$ cat src/rtl/spi_sdiv_pkg.sv
package spi_sdiv_pkg;
    typedef enum logic [0:0] {
        ST_IDLE = 1'b0,
        ST_RUN  = 1'b1
    } sdiv_state_e;
endpackage

$ cat src/rtl/sdiv_cfg_capture.sv
module sdiv_cfg_capture #(
    parameter int CTL_W   = 32,
    parameter int LIN_W   = 8,
    parameter int EXP_W   = 4,
    parameter int EXP_LSB = 8,
    parameter int SEL_BIT = 12,
    parameter int CNT_W   = 16
) (
    input  logic             clk,
    input  logic             rst_n,
    input  logic             capture,
    input  logic [CTL_W-1:0] ctl,
    input  logic             cpol,
    output logic [CNT_W-1:0] lim_q,
    output logic             pol_q
);
    logic [CNT_W-1:0] lim_next;
    logic             unused_ctl;

    assign unused_ctl = ^ctl;

    // Half-period minus one, for whichever mode the select bit picks
    always_comb begin
        if (ctl[SEL_BIT])
            lim_next = CNT_W'(ctl[LIN_W-1:0]);
        else
            lim_next = (CNT_W'(1) << ctl[EXP_LSB +: EXP_W]) - CNT_W'(1);
    end

    always_ff @(posedge clk or negedge rst_n) begin
        if (!rst_n) begin
            lim_q <= '0;
            pol_q <= 1'b0;
        end else if (capture) begin
            lim_q <= lim_next;
            pol_q <= cpol;
        end
    end

    // captured values hold while capture is closed
    a_r6_hold_when_closed: assert property (@(posedge clk) disable iff (!rst_n)
        !$past(capture) |-> ($stable(lim_q) && $stable(pol_q)));
endmodule

$ cat src/rtl/sdiv_half_timer.sv
module sdiv_half_timer #(
    parameter int CNT_W = 16
) (
    input  logic             clk,
    input  logic             rst_n,
    input  logic             run,
    input  logic [CNT_W-1:0] lim,
    output logic             tick
);
    logic [CNT_W-1:0] cnt_q;

    assign tick = run && (cnt_q == lim);

    always_ff @(posedge clk or negedge rst_n) begin
        if (!rst_n)
            cnt_q <= '0;
        else if (!run || tick)
            cnt_q <= '0;
        else
            cnt_q <= cnt_q + CNT_W'(1);
    end

    // the counter never passes the limit while running
    a_r9_no_overflow: assert property (@(posedge clk) disable iff (!rst_n)
        run |-> (cnt_q <= lim));

    // the limit does not move during a run
    a_r6_limit_steady: assert property (@(posedge clk) disable iff (!rst_n)
        (run && $past(run)) |-> $stable(lim));
endmodule

$ cat src/rtl/sdiv_edge_fsm.sv
module sdiv_edge_fsm
    import spi_sdiv_pkg::*;
(
    input  logic clk,
    input  logic rst_n,
    input  logic xfer_active,
    input  logic tick,
    output logic run,
    output logic phase_q,
    output logic lead_q,
    output logic trail_q
);
    sdiv_state_e state_q, state_d;
    logic        owed_trail_q;

    always_comb begin
        state_d = state_q;
        unique case (state_q)
            ST_IDLE: if (xfer_active)  state_d = ST_RUN;
            ST_RUN:  if (!xfer_active) state_d = ST_IDLE;
            default: state_d = ST_IDLE;
        endcase
    end

    always_ff @(posedge clk or negedge rst_n) begin
        if (!rst_n)
            state_q <= ST_IDLE;
        else
            state_q <= state_d;
    end

    assign run = (state_q == ST_RUN);

    always_ff @(posedge clk or negedge rst_n) begin
        if (!rst_n) begin
            phase_q <= 1'b0;
            lead_q  <= 1'b0;
            trail_q <= 1'b0;
        end else begin
            unique case (state_q)
                ST_IDLE: begin
                    phase_q <= 1'b0;
                    lead_q  <= 1'b0;
                    trail_q <= 1'b0;
                end
                ST_RUN: begin
                    if (!xfer_active) begin
                        phase_q <= 1'b0;
                        lead_q  <= 1'b0;
                        trail_q <= 1'b0;
                    end else if (tick) begin
                        phase_q <= ~phase_q;
                        lead_q  <= ~phase_q;
                        trail_q <= phase_q;
                    end else begin
                        lead_q  <= 1'b0;
                        trail_q <= 1'b0;
                    end
                end
                default: begin
                    phase_q <= 1'b0;
                    lead_q  <= 1'b0;
                    trail_q <= 1'b0;
                end
            endcase
        end
    end

    // Tracks whether a trail pulse is due, for the alternation checks
    always_ff @(posedge clk or negedge rst_n) begin
        if (!rst_n)
            owed_trail_q <= 1'b0;
        else if (!run)
            owed_trail_q <= 1'b0;
        else if (lead_q)
            owed_trail_q <= 1'b1;
        else if (trail_q)
            owed_trail_q <= 1'b0;
    end

    a_r8_never_both: assert property (@(posedge clk) disable iff (!rst_n)
        !(lead_q && trail_q));
    a_r8_lead_order: assert property (@(posedge clk) disable iff (!rst_n)
        (run && lead_q) |-> !owed_trail_q);
    a_r8_trail_order: assert property (@(posedge clk) disable iff (!rst_n)
        (run && trail_q) |-> owed_trail_q);
    a_r5_idle_quiet: assert property (@(posedge clk) disable iff (!rst_n)
        !run |-> (!lead_q && !trail_q && !phase_q));
endmodule

$ cat src/rtl/spi_sclk_div.sv
module spi_sclk_div #(
    parameter int CTL_W   = 32,
    parameter int LIN_W   = 8,
    parameter int EXP_W   = 4,
    parameter int EXP_LSB = 8,
    parameter int SEL_BIT = 12
) (
    input  logic             clk,
    input  logic             rst_n,
    input  logic [CTL_W-1:0] clk_ctl,
    input  logic             xfer_active,
    input  logic             cpol,
    output logic             sclk,
    output logic             lead_pulse,
    output logic             trail_pulse
);
    localparam int EXP_CNT_W = (1 << EXP_W);
    localparam int LIN_CNT_W = LIN_W + 1;
    localparam int CNT_W     = (EXP_CNT_W > LIN_CNT_W) ? EXP_CNT_W : LIN_CNT_W;

    logic             run;
    logic             tick;
    logic             phase;
    logic             pol_q;
    logic [CNT_W-1:0] lim;

    sdiv_cfg_capture #(
        .CTL_W  (CTL_W),
        .LIN_W  (LIN_W),
        .EXP_W  (EXP_W),
        .EXP_LSB(EXP_LSB),
        .SEL_BIT(SEL_BIT),
        .CNT_W  (CNT_W)
    ) u_cfg (
        .clk    (clk),
        .rst_n  (rst_n),
        .capture(!run),
        .ctl    (clk_ctl),
        .cpol   (cpol),
        .lim_q  (lim),
        .pol_q  (pol_q)
    );

    sdiv_half_timer #(
        .CNT_W(CNT_W)
    ) u_timer (
        .clk  (clk),
        .rst_n(rst_n),
        .run  (run),
        .lim  (lim),
        .tick (tick)
    );

    sdiv_edge_fsm u_fsm (
        .clk        (clk),
        .rst_n      (rst_n),
        .xfer_active(xfer_active),
        .tick       (tick),
        .run        (run),
        .phase_q    (phase),
        .lead_q     (lead_pulse),
        .trail_q    (trail_pulse)
    );

    assign sclk = pol_q ^ phase;

    // within a run, every serial clock change carries a pulse
    a_r7_edge_marked: assert property (@(posedge clk) disable iff (!rst_n)
        (run && $past(run) && (sclk != $past(sclk))) |-> (lead_pulse || trail_pulse));
    // a lead pulse leaves sclk off the rest level, a trail pulse on it
    a_r7_lead_level: assert property (@(posedge clk) disable iff (!rst_n)
        lead_pulse |-> (sclk != pol_q));
    a_r7_trail_level: assert property (@(posedge clk) disable iff (!rst_n)
        trail_pulse |-> (sclk == pol_q));
endmodule

$ cat config.mk
export PLATFORM = sky130hd
export DESIGN_NAME = spi_sclk_div
export DESIGN_NICKNAME = d
export VERILOG_FILES = /design/src/rtl/spi_sdiv_pkg.sv /design/src/rtl/sdiv_cfg_capture.sv /design/src/rtl/sdiv_half_timer.sv /design/src/rtl/sdiv_edge_fsm.sv /design/src/rtl/spi_sclk_div.sv
export SDC_FILE = /design/constraint.sdc
export NUM_CORES = 1
export LEC_CHECK = 0
export ABC_AREA = 1
export BUFFER_PORTS_ARGS = -buffer_cell sky130_fd_sc_hd__buf_2
export CAP_MARGIN = 20
export CORE_ASPECT_RATIO = 1.4
export CORE_UTILIZATION = 50
export DETAILED_ROUTE_END_ITERATION = 16
export PLACE_DENSITY = 0.78
export SLEW_MARGIN = 20
export SYNTH_ARGS = -nofsm -noshare
export SYNTH_HDL_FRONTEND = slang
export SYNTH_SLANG_ARGS = --single-unit
$ cat constraint.sdc
create_clock -name clk -period 1.2 [get_ports clk]
set_input_delay 0.24 -clock clk [delete_from_list [all_inputs] [get_ports clk]]
set_output_delay 0.24 -clock clk [all_outputs]
set_load 0.05 [all_outputs]
==> results.yml, run 1 <==
detailed_routing:
  routedWlPerCell_um: 16.1
  vias: 2339
  routed_via_density: 5.40
  drc: 0
  drtPass1Iterations: 4
  drtIter0Drc: 179
  wirelength_mm: 6.99
  postRouteAntennaNets: 0
clock_tree:
  clk_latency_ns: 0.31
  clk_pin_slew_ns: 0.08
  htreeDepth: 2
  cts_tree: "yes"
  cts_buffers: 5
  ctsLongestPathBuffers: 2
  root_buffer: "clkbuf_8"
  cts_sinks: 37
global_route:
  grt_pass1_vias: 2374
  grt_util_all_layers_pct: 31.4
  grt_antenna_before_repair: 0
  grt_pass1_wl_mm: 10.5
  grt_start_max_net_pins: 23
  grt_overflow_total: 0
placement:
  portBuffers: 19
  dpl.hpwl_mm: 4.22
  place_area_um2: 2770
  gp_congestion: 0.927
yosys:
  postSynthRegisterBits: 37
  synth_area_leaders: "dfrtp_1 (43%), nand2_1 (17%), inv_1 (7.9%)"
  synth_area_per_cell_um2: 7.26
  synth_seq_area_share_pct: 43.2
  synth_cells: 295
  syn-num-nets: 333
  yosysWarnings: 0
  synth.cell_area_um2: 2140
  yosys.cell_types.count: 29
  synth_top_cell_by_area: "dfrtp_1"
  synth_top_area_share_pct: 43.2
setup_path:
  cp_max_fo: 8
  worstPathArrival_ns: 1.65
  critPathCaptureType: "flip-flop"
  slowest_stage: "dfrtp_2"
  required_ns: 1.39
  max_stage_delay_ns: 0.47
  worstSetupStartpointType: "flip-flop"
  crit_path_cell_trace: "nand2_1 > nand2_1 > nor2_1 > nand2_2 > nor2_4 > nand2_4 > nand2_4 > nor2_1"
  crit_type: "flip-flop to flip-flop"
timing:
  setup_slack_ns: -0.257
  slew_violations: 0
  tightest_slew_ns: 0.411
  setup_viol: 22
  rsz0062_at_grt: "true"
  fin_skew_ns: 0.0109
  slew_headroom_pct: 72.6
  timing.fmax_mhz: 686
  holdWs_ns: 0.0603
  tns_ns: -4.45
  final-hold-violation-count: 0
  fin_crit_sh_pct: 121
  fin_crit_ns: 1.46
finish:
  layout_commonest_cell: "nand2_1"
  postLayoutCellArea_um2: 3210
  final_cell_mix: "nand2_1 (77), buf_4 (66), dfrtp_1 (33)"
  nFillCells: 235
  final_nets: 427
  area_growth_pct: 49.8
  layout-drive-gt1-share_pct: 44.1
  diodes: 0
die:
  core-area_um2: 4020
  die_x_um: 57.3
  ios: 39
  initial_utilization_pct: 53.3
  die_area_um2: 4550
  die_h_um: 79.4
  rows: 27
outcome:
  outcome: "finished, violations left"
  violations: "negative setup slack"
power:
  vdd_ir_drop_max_uv: 921
  power_density_nw_per_um2: 993
  p_leak_nw: 1.59
worst_hold_path:
  hold_class: "primary input to flip-flop"
job:
  max_cap_violations: 0
==> stage by stage <==
stage / std cells / power (mW) / setup WS, ns / utilization (%)
global placement: 416 / 1.87 / -0.185 / 69.0
finish: 433 / 3.18 / -0.257 / 79.8
CTS: 428 / 3.06 / -0.179 / 75.4
global route: 433 / 3.27 / -0.324 / 79.8
detailed placement: 416 / 1.89 / -0.282 / 69.0
floorplan: 295 / 1.64 / -0.0960 / -
==> worst paths after layout <==
path | slack [ns] | cells after the start | end | from
max | -0.26 | 8 | u_timer.cnt_q[1] | u_timer.cnt_q[3]
min reg2reg | 0.52 | 2 | u_cfg.lim_q[15] | u_cfg.lim_q[15]
max reg2reg | -0.26 | 8 | u_timer.cnt_q[1] | u_timer.cnt_q[3]
min | 0.06 | 1 | u_fsm.run | xfer_active
min in group asynchronous | 0.40 | 2 | u_timer.cnt_q[14] | rst_n
max in group asynchronous | 0.33 | 3 | u_timer.cnt_q[0] | rst_n
==> timing repair <==
action                                  4_1_cts  5_1_grt
setup buffers                                 2        5
pin swaps                                    12       23
endpoints found under the setup margin       20       28
gates resized for setup                      25       50
hold endpoints to repair                     15        0
hold buffers                                  1        0
cloned                                        1        0
==> flip-flops by register name, summed over array words and instances (netlist names) <==
register / flops
u_cfg.lim_q: 16
u_cfg.pol_q: 1
u_fsm.lead_q: 1
u_fsm.phase_q: 1
u_fsm.run: 1
u_fsm.trail_q: 1
u_timer.cnt_q: 16
==> critical path: cells and delay by family (launching register included) <==
| family | cells | cell delay (ns) |
|---|---|---|
| flip-flops | 1 | 0.47 |
| AND/OR/NAND/NOR | 8 | 0.88 |
==> metal layers <==
| metal | routed length (um) | part of all wire [%] | track usage [%] |
|---|---|---|---|
| met5 | 0 | 0 | 0 |
| met4 | 447 | 6.4 | 22.2 |
| met3 | 332 | 4.7 | 3.24 |
| met2 | 3620 | 52 | 56.5 |
| met1 | 2590 | 37 | 33.8 |
==> area by class of cell <==
type / instances / area, um2 / area share, %
multi-input cells: 208 / 1260 / 39.2
flip-flops and latches: 37 / 931 / 29.0
repair buffers: 90 / 661 / 20.6
inverters: 47 / 184 / 5.74
clock buffers: 6 / 82.6 / 2.58
well taps: 43 / 53.8 / 1.68
clock inverters: 2 / 37.5 / 1.17
==> synthesized netlist by cell type (all sizes together) <==
cell / count
nor3: 5
dfrtp: 37
o22ai: 2
nand2: 97
o221ai: 4
o21ai: 11
xnor2: 1
ha: 2
nor4: 1
a221o: 1
a21oi: 2
buf: 2
xor2: 13
clkbuf: 2
nand4: 5
inv: 47
nand3: 12
o21bai: 1
nor2: 47
o211ai: 3
==> cell families (layout without fill, tap and decap cells) <==
kind of cell | count (synthesis) | after routing | share of synthesized area [%]
simple gates | 167 | 168 | 32.8
buf+inv | 51 | 145 | 9.88
flops | 37 | 37 | 43.2
compound gates | 24 | 24 | 7.13
xor+xnor | 14 | 14 | 5.73
fa+ha+maj | 2 | 2 | 1.17
==> power breakdown <==
group          switching (mW)  internal [mW]
sequential             0.0597           1.31
clock                   0.493          0.676
combinational           0.357          0.289
total                   0.909           2.27
Note: power is estimated with default switching activity, not from simulation.
==> inputs of run 2 (changes only) <==
--- a/config.mk
+++ b/config.mk
@@ -6,12 +6,13 @@
 export NUM_CORES = 1
 export LEC_CHECK = 0
 export ABC_AREA = 1
+export ABC_CLOCK_PERIOD_IN_PS = 1200
 export BUFFER_PORTS_ARGS = -buffer_cell sky130_fd_sc_hd__buf_2
 export CAP_MARGIN = 20
 export CORE_ASPECT_RATIO = 1.4
 export CORE_UTILIZATION = 50
 export DETAILED_ROUTE_END_ITERATION = 16
-export PLACE_DENSITY = 0.78
+export PLACE_DENSITY = 0.82
 export SLEW_MARGIN = 20
 export SYNTH_ARGS = -nofsm -noshare
 export SYNTH_HDL_FRONTEND = slang
==> results.yml, run 2 (same netlist as run 1, synthesis figures left out) <==
setup_path:
  max_stage_delay_ns: 0.45
  cp_max_fo: 4
  worstPathArrival_ns: 1.72
  critPathCaptureType: "flip-flop"
  worstSetupStartpointType: "flip-flop"
  crit_type: "flip-flop to flip-flop"
  required_ns: 1.38
  slowest_stage: "dfrtp_1"
  crit_family: "flip-flops"
  crit_path_cell_trace: "ha_1 > nand2_2 > nor2_2 > buf_4 > xor2_1 > nor2_1"
  cp_num_buf_inv: 1
power:
  power_density_nw_per_um2: 1010
  vdd_ir_drop_max_uv: 808
  p_leak_nw: 1.60
outcome:
  outcome: "finished, violations left"
  violations: "negative setup slack"
finish:
  layout_commonest_cell: "nand2_1"
  nFillCells: 242
  layout-drive-gt1-share_pct: 37.4
  final_nets: 435
  area_growth_pct: 46.8
  final_cell_mix: "nand2_1 (89), buf_4 (76), inv_1 (39)"
  fin_util_pct: 78.2
  diodes: 0
  postLayoutCellArea_um2: 3140
  layoutNonFillerInstCount: 441
  top_regs: "u_cfg.lim_q (16), u_timer.cnt_q (16)"
detailed_routing:
  vias: 2564
  drc: 0
  drtPass1Iterations: 5
  wirelength_mm: 7.91
  routedWlPerCell_um: 17.9
  drtIter0Drc: 269
  postRouteAntennaNets: 0
  routed_via_density: 5.81
clock_tree:
  cts_tree: "yes"
  ctsLongestPathBuffers: 2
  htreeDepth: 2
  clk_pin_slew_ns: 0.09
  root_buffer: "clkbuf_8"
  cts_sinks: 37
  clk_latency_ns: 0.30
  cts_buffers: 5
job:
  max_cap_violations: 0
global_route:
  top_usage_layer: "met2"
  grt_overflow_total: 0
  use_met2_pct: 56.1
  gr-usage-met1_pct: 33.8
  grt_pass1_wl_mm: 10.8
  grt_util_all_layers_pct: 32.2
  grt_pass1_vias: 2428
  grt_antenna_before_repair: 0
  grt_start_max_net_pins: 24
  use_met3_pct: 7.46
placement:
  dp_cells: 420
  gp_congestion: 0.968
  portBuffers: 19
  place_area_um2: 2800
  dpl.hpwl_mm: 4.16
timing:
  setup_slack_ns: -0.334
  fin_crit_sh_pct: 128
  tightest_slew_ns: 0.356
  setup_viol: 20
  timing.fmax_mhz: 652
  fin_crit_ns: 1.53
  rsz0062_at_grt: "true"
  final-hold-violation-count: 0
  fin_skew_ns: 0.0174
  slew_headroom_pct: 76.0
  slew_violations: 0
worst_hold_path:
  hold_class: "primary input to flip-flop"
die:
  die_x_um: 57.3
  core-area_um2: 4020
  rows: 27
  die_area_um2: 4550
  initial_utilization_pct: 53.3
  ios: 39
  die_h_um: 79.4
## run 2: cell types whose count changed in the layout (fill, tap and decap cells not counted), moves of 4 or more
| cell | change |
|---|---|
| buf_4 | +10 |
| inv_1 | +7 |
| inv_2 | -7 |
| nand2_1 | +12 |
| nand2_2 | -12 |
| nor2_1 | +5 |
| nor2_4 | -4 |
## run 2: stage by stage
| step | setup TNS, ns | hold slack, ns | setup WS [ns] | power (mW) |
|---|---|---|---|---|
| floorplan | -0.776 | -0.0556 | -0.0960 | 1.64 |
| global placement | -2.64 | 0.164 | -0.196 | 1.87 |
| detailed placement | -4.32 | 0.172 | -0.281 | 1.89 |
| CTS | -2.91 | 0.0653 | -0.174 | 3.04 |
| global route | -6.46 | 0.0445 | -0.363 | 3.29 |
| finish | -5.50 | 0.0613 | -0.334 | 3.18 |
## run 2: final timing paths
path                                  start                 to  slack, ns  cells after the start
max in group asynchronous             rst_n   u_timer.cnt_q[9]       0.36                      3
setup reg to reg           u_timer.cnt_q[0]   u_timer.cnt_q[4]      -0.33                      6
setup / recovery           u_timer.cnt_q[0]   u_timer.cnt_q[4]      -0.33                      6
hold reg to reg             u_cfg.lim_q[15]    u_cfg.lim_q[15]       0.52                      2
min in group asynchronous             rst_n  u_timer.cnt_q[15]       0.38                      2
hold / removal                  xfer_active          u_fsm.run       0.06                      1
## run 2: report_power, final
group / leakage (nW) / internal (mW) / total [mW] / switching (mW)
combinational: 1.06 / 0.281 / 0.649 / 0.368
clock: 0.0574 / 0.676 / 1.16 / 0.484
sequential: 0.486 / 1.31 / 1.37 / 0.0607
## run 2: worst register-to-register path, delay by kind of cell, from the launching register on
family | cells | cell delay, ns
and+or+nand+nor | 3 | 0.36
xor gates and xnor gates | 1 | 0.23
buffers and inverters | 1 | 0.13
DFF | 1 | 0.45
adders and majority gates | 1 | 0.24
## run 2: what timing repair did
item / 4_1_cts / 5_1_grt
cloned: 1 / 0
endpoints found under the hold margin: 14 / 0
hold buffers: 1 / 0
pin swaps: 9 / 7
gates resized for setup: 16 / 19
setup buffers: 7 / 4
endpoints found under the setup margin: 26 / 28
## run 2: routing by layer
layer	part of all wire, %	wire length, um	up-vias
met5	0	0	-
met4	8.7	690	0
met3	8.1	641	74
met2	51	4000	209
met1	33	2580	1164
li1	-	-	1117
## run 2: layout make-up
type	count	area, um2	share of cell area (%)
multi-input combinational	208	1140	36.3
sequential	37	930	29.6
timing repair buffer	98	713	22.7
inverter	47	184	5.85
clock buffer	6	82.6	2.63
tap	43	53.8	1.71
clock inverter	2	37.5	1.19
